`src/rtl/hz_pkg.sv`:
```
package hz_pkg;

    // Register index width and number of decode source operands.
    localparam int REG_BITS = 5;
    localparam int NUM_SRC  = 2;

    typedef logic [REG_BITS-1:0] reg_idx_t;

    // One in-flight instruction that may write a register.
    typedef struct packed {
        reg_idx_t dst;
        logic     wen;
    } producer_t;

    // Where a single source operand finds a pending writer.
    typedef struct packed {
        logic ex;
        logic mem;
        logic wb;
    } src_hit_t;

    // A producer only counts when it writes a register other than zero.
    function automatic logic produces_for(input reg_idx_t src, input producer_t p);
        return p.wen && (p.dst != '0) && (p.dst == src);
    endfunction

endpackage

```
`src/rtl/hz_src_match.sv`:
```
module hz_src_match
    import hz_pkg::*;
(
    input  reg_idx_t  src,
    input  producer_t ex_p,
    input  producer_t mem_p,
    input  producer_t wb_p,
    output src_hit_t  hit
);

    always_comb begin
        hit.ex  = produces_for(src, ex_p);
        hit.mem = produces_for(src, mem_p);
        hit.wb  = produces_for(src, wb_p);
    end

endmodule

```
`src/rtl/hz_ctrl.sv`:
```
module hz_ctrl
    import hz_pkg::*;
#(
    parameter int N_SRC = NUM_SRC
) (
    input  src_hit_t [N_SRC-1:0] hits,
    input  logic                 br_taken,
    output logic                 stall_fd,
    output logic                 flush_fd,
    output logic                 bubble_ex
);

    logic stall_req;

    // Decode waits while any source is pending in execute or memory;
    // a writeback-only match is served by the bypass instead.
    always_comb begin
        stall_req = 1'b0;
        for (int i = 0; i < N_SRC; i++) begin
            stall_req = stall_req | hits[i].ex | hits[i].mem;
        end
    end

    // A taken branch removes the decode instruction, so its stall request dies.
    assign flush_fd  = br_taken;
    assign stall_fd  = stall_req & ~br_taken;
    assign bubble_ex = stall_req | br_taken;

endmodule

```
`src/rtl/hz_fwd_reg.sv`:
```
module hz_fwd_reg
    import hz_pkg::*;
#(
    parameter int N_SRC = NUM_SRC
) (
    input  logic                 clk,
    input  logic                 rst,
    input  src_hit_t [N_SRC-1:0] hits,
    input  logic                 bubble_ex,
    output logic [N_SRC-1:0]     fwd_q
);

    // One select flop per operand, loaded as the decode instruction
    // moves into execute; a bubble carries no select.
    for (genvar g = 0; g < N_SRC; g++) begin : g_sel
        always_ff @(posedge clk) begin
            if (rst || bubble_ex) begin
                fwd_q[g] <= 1'b0;
            end else begin
                fwd_q[g] <= hits[g].wb;
            end
        end
    end

endmodule

```
`src/rtl/hazard_unit.sv`:
```
module hazard_unit
    import hz_pkg::*;
(
    input  logic                clk,
    input  logic                rst,
    input  logic [REG_BITS-1:0] dec_src_a,
    input  logic [REG_BITS-1:0] dec_src_b,
    input  logic [REG_BITS-1:0] ex_dst,
    input  logic                ex_wen,
    input  logic [REG_BITS-1:0] mem_dst,
    input  logic                mem_wen,
    input  logic [REG_BITS-1:0] wb_dst,
    input  logic                wb_wen,
    input  logic                ex_br_taken,
    output logic                stall_fd,
    output logic                flush_fd,
    output logic                bubble_ex,
    output logic                fwd_a,
    output logic                fwd_b
);

    producer_t                  ex_p, mem_p, wb_p;
    reg_idx_t [NUM_SRC-1:0]     srcs;
    src_hit_t [NUM_SRC-1:0]     hits;
    logic     [NUM_SRC-1:0]     fwd_q;

    assign ex_p  = '{dst: ex_dst,  wen: ex_wen};
    assign mem_p = '{dst: mem_dst, wen: mem_wen};
    assign wb_p  = '{dst: wb_dst,  wen: wb_wen};
    assign srcs  = {dec_src_b, dec_src_a};

    for (genvar g = 0; g < NUM_SRC; g++) begin : g_src
        hz_src_match u_match (
            .src   (srcs[g]),
            .ex_p  (ex_p),
            .mem_p (mem_p),
            .wb_p  (wb_p),
            .hit   (hits[g])
        );
    end

    hz_ctrl #(.N_SRC(NUM_SRC)) u_ctrl (
        .hits      (hits),
        .br_taken  (ex_br_taken),
        .stall_fd  (stall_fd),
        .flush_fd  (flush_fd),
        .bubble_ex (bubble_ex)
    );

    hz_fwd_reg #(.N_SRC(NUM_SRC)) u_fwd (
        .clk       (clk),
        .rst       (rst),
        .hits      (hits),
        .bubble_ex (bubble_ex),
        .fwd_q     (fwd_q)
    );

    assign fwd_a = fwd_q[0];
    assign fwd_b = fwd_q[1];

endmodule

```
`config.mk`:
```
export PLATFORM = sky130hd
export DESIGN_NAME = hazard_unit
export DESIGN_NICKNAME = d
export VERILOG_FILES = /design/src/rtl/hz_pkg.sv /design/src/rtl/hz_src_match.sv /design/src/rtl/hz_ctrl.sv /design/src/rtl/hz_fwd_reg.sv /design/src/rtl/hazard_unit.sv
export SDC_FILE = /design/constraint.sdc
export NUM_CORES = 1
export LEC_CHECK = 0
export BUFFER_PORTS_ARGS = -buffer_cell sky130_fd_sc_hd__buf_2
export CELL_PAD_IN_SITES_DETAIL_PLACEMENT = 1
export CELL_PAD_IN_SITES_GLOBAL_PLACEMENT = 1
export CORE_MARGIN = 3
export CORE_UTILIZATION = 22
export DETAILED_ROUTE_END_ITERATION = 7
export PLACE_DENSITY_LB_ADDON = 0.1
export SETUP_SLACK_MARGIN = 0.1
export SKIP_CTS_REPAIR_TIMING = 1
export SYNTH_ARGS = -nofsm -noshare
export SYNTH_HDL_FRONTEND = slang
export SYNTH_SLANG_ARGS = --single-unit
```
`constraint.sdc`:
```
create_clock -name clk -period 1.56 [get_ports clk]
set_input_delay 0.312 -clock clk [delete_from_list [all_inputs] [get_ports clk]]
set_output_delay 0.312 -clock clk [all_outputs]
set_load 0.03 [all_outputs]
```
# After elaboration in Yosys (flattened, before gate mapping)
# Index checks and enable logic that the tools add are counted.
[op_classes] n_bitwise=6 eq_ne=6 n_reduce_logical=13
[ops] operator="== test 5 bit" n=6
[ops] operator="nonzero test 5 bit" n=3
[ops] operator="logical AND 1 bit" n=9
[ops] operator="OR 1 bit" n=4
[ops] operator="AND 1 bit" n=1
[ops] operator="logical OR 1 bit" n=1
[ops] operator="NOT 1 bit" n=1
[word_totals] word_cells=27 output_inout_bits=5 in_bits=31 ff_bits=2

# Longest topological paths before layout
# Gate-level depths: netlist of the first run.
[logic_depth] word_depth=8 depth_mapped=5 mapped_depth_nobuf=5

# By module
# A second synthesis of the first run with hierarchy kept.
[hier_totals] hier_cells=68 hier_area_um2=495.5
[by_module_without_submodules] mod="hz_src_match" cells_per_inst=30 seq_area_each_um2=0.0 area_per_inst_um2=205.2 instances=2
[by_module_without_submodules] mod="hz_fwd_reg" cells_per_inst=4 seq_area_each_um2=40.0 area_per_inst_um2=55.1 instances=1
[by_module_without_submodules] mod="hz_ctrl" cells_per_inst=4 seq_area_each_um2=0.0 area_per_inst_um2=30.0 instances=1

# Worst setup path after synthesis of the first run
# Ideal clock, no wire load.
[synth_timing] path_kind="input to output" start="in dec_src_a[0]" end="out stall_fd" required_ps=1248 t_arrival_ps=1454 n_path_buf=0 slack_ps=-206 cell_stages=5 path_cell_list="xor2_1 nor3_1 a22oi_1 o22ai_1 nor2b_1"
[synth_via] elab_chain_cells=6 word_cells_on_any_way=8 cone_classes="eq/ne (2); bitwise (4); reduce/logical (2)"
[synth_rtl] item="from (decl)" line="hazard_unit.sv:6" rtl="input logic [REG_BITS-1:0] dec_src_a,"
[synth_rtl] item="== test 5 bit" line="hz_pkg.sv:24" rtl="return p.wen && (p.dst != '0) && (p.dst == src);"
[synth_rtl] item="logical AND 1 bit" line="hz_pkg.sv:24"
[synth_rtl] item="OR 1 bit * (3 in series)" line="hz_ctrl.sv:20" rtl="stall_req = stall_req | hits[i].ex | hits[i].mem;"
[synth_rtl] item="AND 1 bit *" line="hz_ctrl.sv:26" rtl="assign stall_fd = stall_req & ~br_taken;"
[synth_rtl] item="to (decl)" line="hazard_unit.sv:15" rtl="output logic stall_fd,"
# Mark *: on every way between the ends. The rest lies on a longest branch, timed or not.

# Final worst setup path of the first run
[layout_timing] start="in ex_dst[4]" end="out bubble_ex"
[layout_via] elab_chain_cells=7 word_cells_on_any_way=10 cone_classes="eq/ne (2); bitwise (4); reduce/logical (4)"
[layout_rtl] item="from (decl)" line="hazard_unit.sv:8" rtl="input logic [REG_BITS-1:0] ex_dst,"
[layout_rtl] item="nonzero test 5 bit" line="hz_pkg.sv:24"
[layout_rtl] item="logical AND 1 bit (2 in series)" line="hz_pkg.sv:24"
[layout_rtl] item="OR 1 bit" line="hz_ctrl.sv:20"
[layout_rtl] item="OR 1 bit * (2 in series)" line="hz_ctrl.sv:20"
[layout_rtl] item="OR 1 bit *" line="hz_ctrl.sv:27" rtl="assign bubble_ex = stall_req | br_taken;"
[layout_rtl] item="to (decl)" line="hazard_unit.sv:17" rtl="output logic bubble_ex,"
# Marks and branches as above.

==> results.toml, run 1 <==
[run_status]
status = "finished, violations left"
violations = "setup timing"

[logic_synthesis]
yosys-top-cells-area = "xor2_1 (47%), xnor2_1 (12%), dfxtp_1 (8.9%)"
synth_common_cells = "xor2_1 (24), xnor2_1 (6), nor2_1 (5), nor3_1 (4), or4_1 (3)"
synth_most_common_cell = "xor2_1"
synth-edff-count = 0
ys_seq_area_share_pct = 8.91
ys.flop_type = "dfxtp_1"
async_flop_share_pct = 0
synth_top_family_by_area = "XOR/XNOR gates"
yosys.area_share.simple_pct = 24.0
synthCells = 57
yosysTopAreaCell = "xor2_1"
synthAdderAreaFrac_pct = 0
syn_nets = 88
synthXorXnorAreaFrac_pct = 58.5
ys_warn_count = 0
synth_seq_cells = 2
synth.cell_area_sq_um = 449
synth_cell_types = 15
avgSynthCellArea_sq_um = 7.88
netlist.area_leader.share_pct = 46.8
synth.mux.area_fraction_pct = 0
synth-compound-area-share_pct = 6.96

[cts]
numCtsBuffers = 3
clock-sinks = 2
clk_root_buffer_cell = "clkbuf_4"
cts_tree = "yes"
clkTransAtPathRegs_ns = 0.03
cts_buffer_depth = 2
htreeDepth = 1

[layout]
largest_reg_flops = 2
regMostFlops = "u_fwd.fwd_q"
diodes = 0
syn_to_final_growth_pct = 102
finalNetCount = 145
fillers = 241
instances_no_fill = 137
largestRegisters = "u_fwd.fwd_q (2)"
fin_util_pct = 49.8
drive_above_1_share_pct = 60.7

[grt]
grt_max_degree = 5
first_global_vias = 638
antenna_found_initial = 0
grt_pass1_wl_microns = 2750
track_usage_pct = 14.2
overflow = 0

[place]
portBuffers = 35
dp_hpwl_microns = 1540
place.gp.congestion = 0.783
placedCellCount = 134

[floorplanning]
start_util_pct = 24.7
core_area_sq_mm = 0.00182
dieHeight_microns = 51.2
std_cell_rows = 15
die_x_microns = 51.2
ios = 36
dieArea_sq_mm = 0.00262

[routing]
drc = 0
vias = 618
wire_per_inst_microns = 13.5
dr.pass1.iters = 2
final_antenna_net_count = 0
routed_wl_microns = 1850
routed_via_density = 4.51
drtIter0Drc = 2

[timing]
maxSlewViolCount = 0
period_needed_ns = 1.91
holdWs_ns = 0.419
tns_ns = -0.608
worst_pin_slew_ns = 0.396
setup-violations-final = 2
rsz0062_at_grt = "yes"
slew_headroom_pct = 73.2
finalHoldViolations = 0
setup_ws_ns = -0.352
timing.final.crit_share_pct = 123
fmaxAchievable_mhz = 523

[power_and_ir_drop]
powerDensity_mw_per_mm2 = 450
irDropWorstVdd_mv = 0.183
p_leak_uw = 0.000427

[critical_path]
crit_path_max_fanout = 3
worst-setup-path-type = "primary input to output port"
crit_required_ns = 1.25
end_kind = "output port"
worst_ep_arrival_time_ns = 1.60
start_kind = "primary input"

[run]
cap_violations = 0

[worst_hold_path]
holdCritPathClass = "primary input to register"
==> layer usage <==
layer	global-route usage [%]	up-vias	part of all wire [%]
li1	-	312	-
met1	18.8	281	42
met2	22.7	23	52
met3	1.46	2	5.6
met4	6.73	0	0.92
met5	0	-	0
==> worst max-delay path: stages <==
cell	delay, ns
buf_6	0.10
or4_4	0.52
o21ai_2	0.16
o22ai_2	0.11
or2_4	0.26
buf_6	0.13
==> path summary, 6_finish.rpt <==
check                     start        endpoint  slack, ns  cells past startpoint
worst max-delay path  ex_dst[4]       bubble_ex      -0.35                      6
worst min-delay path        rst  u_fwd.fwd_q[1]       0.42                      4
==> cell families (layout without fill, tap and decap cells) <==
logic type,Yosys count,after routing
buffers and inverters,1,56
xor gates and xnor gates,30,30
DFF,2,2
and+or+nand+nor,19,19
AOI/OAI and AO/OA,5,5
==> cell type report <==
type                            count  area (sq um)  area share (%)
Timing Repair Buffer               53           348            38.4
Sequential cell                     2          40.0            4.42
Tap cell                           25          31.3            3.45
Multi-Input combinational cell     54           464            51.2
Clock buffer                        3          22.5            2.49
==> layout by cell type (no fill, tap or decap) <==
cell / count
dfxtp_1: 2
nor4_4: 1
nand4_1: 2
nor3_1: 2
or4_4: 2
o22ai_2: 1
buf_4: 18
nor3_2: 2
xor2_1: 24
nor4_2: 1
buf_6: 6
a22oi_2: 1
nor4b_1: 1
xnor2_1: 6
buf_2: 29
clkbuf_4: 3
or2_4: 1
o21ai_2: 2
nor2b_2: 1
nor2_1: 5
a22oi_1: 1
or4_1: 1
==> power by group <==
part | internal (uW) | leakage [uW] | switching, uW
clock network | 85.4 | 0.0000138 | 35.9
logic | 122 | 0.000397 | 112
registers | 51.8 | 0.0000161 | 0.0579
==> through the flow <==
| stage | setup WS [ns] | total power [uW] | instance area [sq um] |
|---|---|---|---|
| floorplan | -0.0912 | 139 | 454 |
| global placement | -0.360 | 254 | 788 |
| detailed placement | -0.380 | 257 | 788 |
| CTS | -0.380 | 383 | 811 |
| global route | -0.381 | 439 | 906 |
| finish | -0.352 | 408 | 906 |
No activity file was read; power rests on OpenSTA's default activity.
==> run 2, diff against run 1 <==
--- a/config.mk
+++ b/config.mk
@@ -9,7 +9,8 @@
 export CELL_PAD_IN_SITES_DETAIL_PLACEMENT = 1
 export CELL_PAD_IN_SITES_GLOBAL_PLACEMENT = 1
 export CORE_MARGIN = 3
-export CORE_UTILIZATION = 22
+export CORE_UTILIZATION = 23
+export CTS_BUF_LIST = sky130_fd_sc_hd__clkbuf_8
 export DETAILED_ROUTE_END_ITERATION = 7
 export PLACE_DENSITY_LB_ADDON = 0.1
 export SETUP_SLACK_MARGIN = 0.1
==> run 2 against run 1 <==
- design area rose by 0.83%
- largest power group unchanged
- hold slack improved by 0.043 ns
- non-clock buffer count fell by 2
- the run still ends with setup timing left
- fmax rose by 0.30%
==> results.toml, run 2 (synthesis gave the netlist of run 1 again) <==
[run_status]
status = "finished, violations left"
violations = "setup timing"

[timing]
finalHoldViolations = 0
worst_pin_slew_ns = 0.290
rsz0062_at_grt = "yes"
fmaxAchievable_mhz = 525
maxSlewViolCount = 0
tns_ns = -0.596
timing.final.crit_share_pct = 122
setup_ws_ns = -0.346
setup-violations-final = 2
period_needed_ns = 1.91
holdWs_ns = 0.462
slew_headroom_pct = 80.6

[floorplanning]
core_area_sq_mm = 0.00178
ios = 36
start_util_pct = 25.2
die_x_microns = 50.2
std_cell_rows = 15
dieArea_sq_mm = 0.00252
dieHeight_microns = 50.2

[critical_path]
worst-setup-path-type = "primary input to output port"
worst_ep_arrival_time_ns = 1.59
end_kind = "output port"
cp_slowest_stage_delay_ns = 0.52
start_kind = "primary input"
path_common_cell = "buf_6"
crit_path_max_fanout = 3
crit_required_ns = 1.25
crit_family = "simple AND/OR/NAND/NOR gates"
path_cells = "buf_6 > or4_4 > o21ai_2 > o22ai_2 > or2_4 > buf_6"
cp_slowest_cell = "or4_4"
worst-path-buf-inv = 2

[routing]
dr.pass1.iters = 3
routed_wl_microns = 1790
vias = 618
routed_via_density = 4.58
drtIter0Drc = 2
drc = 0
final_antenna_net_count = 0
wire_per_inst_microns = 13.3

[layout]
final_common_cell = "buf_2"
diodes = 0
syn_to_final_growth_pct = 103
final_cell_mix = "buf_2 (29), xor2_1 (24), buf_4 (15), buf_6 (7), xnor2_1 (6)"
fin_util_pct = 51.2
instances_no_fill = 135
regMostFlops = "u_fwd.fwd_q"
finalNetCount = 143
largestRegisters = "u_fwd.fwd_q (2)"
drive_above_1_share_pct = 58.2
largest_reg_flops = 2

[place]
dp_hpwl_microns = 1460
placedCellCount = 131
portBuffers = 35
place.gp.congestion = 0.764

[cts]
clkTransAtPathRegs_ns = 0.03
clock-sinks = 2
htreeDepth = 1
numCtsBuffers = 3
clk_root_buffer_cell = "clkbuf_8"
cts_buffer_depth = 2
cts_tree = "yes"

[grt]
grt_max_degree = 5
overflow = 0
grt_use_met1_pct = 16.5
grt_pass1_wl_microns = 2550
first_global_vias = 588
track_usage_pct = 13.7
antenna_found_initial = 0
grt_util_met3_pct = 1.48
top_usage_layer = "met2"
grtUsageMet2_pct = 22.4

[run]
cap_violations = 0

[worst_hold_path]
holdCritPathClass = "primary input to register"
min_to = "u_fwd.fwd_q[0]"
hold_start = "rst"
hold_depth = 4

[power_and_ir_drop]
irDropWorstVdd_mv = 0.286
powerDensity_mw_per_mm2 = 536
p_total_uw = 489
p_leak_uw = 0.000426
run 2: changes by cell type in the layout (fill, tap and decap cells not counted):
cell,delta
a22oi_2,-1
nor4b_1,-1
nor3_1,+2
clkbuf_4,-3
nor4_4,+1
nor4b_2,+1
nor3_2,-2
clkbuf_8,+3
nor4_2,-1
buf_4,-3
a22oi_1,+1
buf_6,+1
run 2: final cells by class:
cell class / instances / area [sq um]
Timing Repair Buffer: 51 / 337
Multi-Input combinational cell: 54 / 464
Clock buffer: 3 / 41.3
Fill cell: 231 / 870
Tap cell: 25 / 31.3
Sequential cell: 2 / 40.0
run 2: metrics by stage:
stage | setup WS (ns) | instance area, sq um
global placement | -0.368 | 766
detailed placement | -0.394 | 766
CTS | -0.395 | 807
finish | -0.346 | 913
floorplan | -0.0912 | 454
global route | -0.382 | 913
run 2: power breakdown:
group          internal, uW  switching, uW
Combinational           120            109
Sequential             51.8         0.0485
Clock                   164           45.3
run 2: routing by layer:
layer	vias to the layer above	part of all wire, %	wire length, microns
met5	-	0	0
met4	0	0	0
met3	0	5.6	100
met2	19	53	942
met1	293	42	751
li1	306	-	-
run 2: how the worst max path moves through the flow:
| stage | slack, ns | to | depth (start not counted) | start |
|---|---|---|---|---|
| 4_1_cts | -0.40 | bubble_ex | 6 | mem_dst[0] |
| 3_5_place_dp | -0.39 | bubble_ex | 6 | mem_dst[0] |
| 3_3_place_gp | -0.37 | bubble_ex | 6 | mem_dst[0] |
| 6_report | -0.35 | bubble_ex | 6 | mem_dst[2] |
| 5_1_grt | -0.38 | bubble_ex | 6 | mem_dst[2] |
| 2_1_floorplan | -0.09 | stall_fd | 5 | dec_src_a[0] |
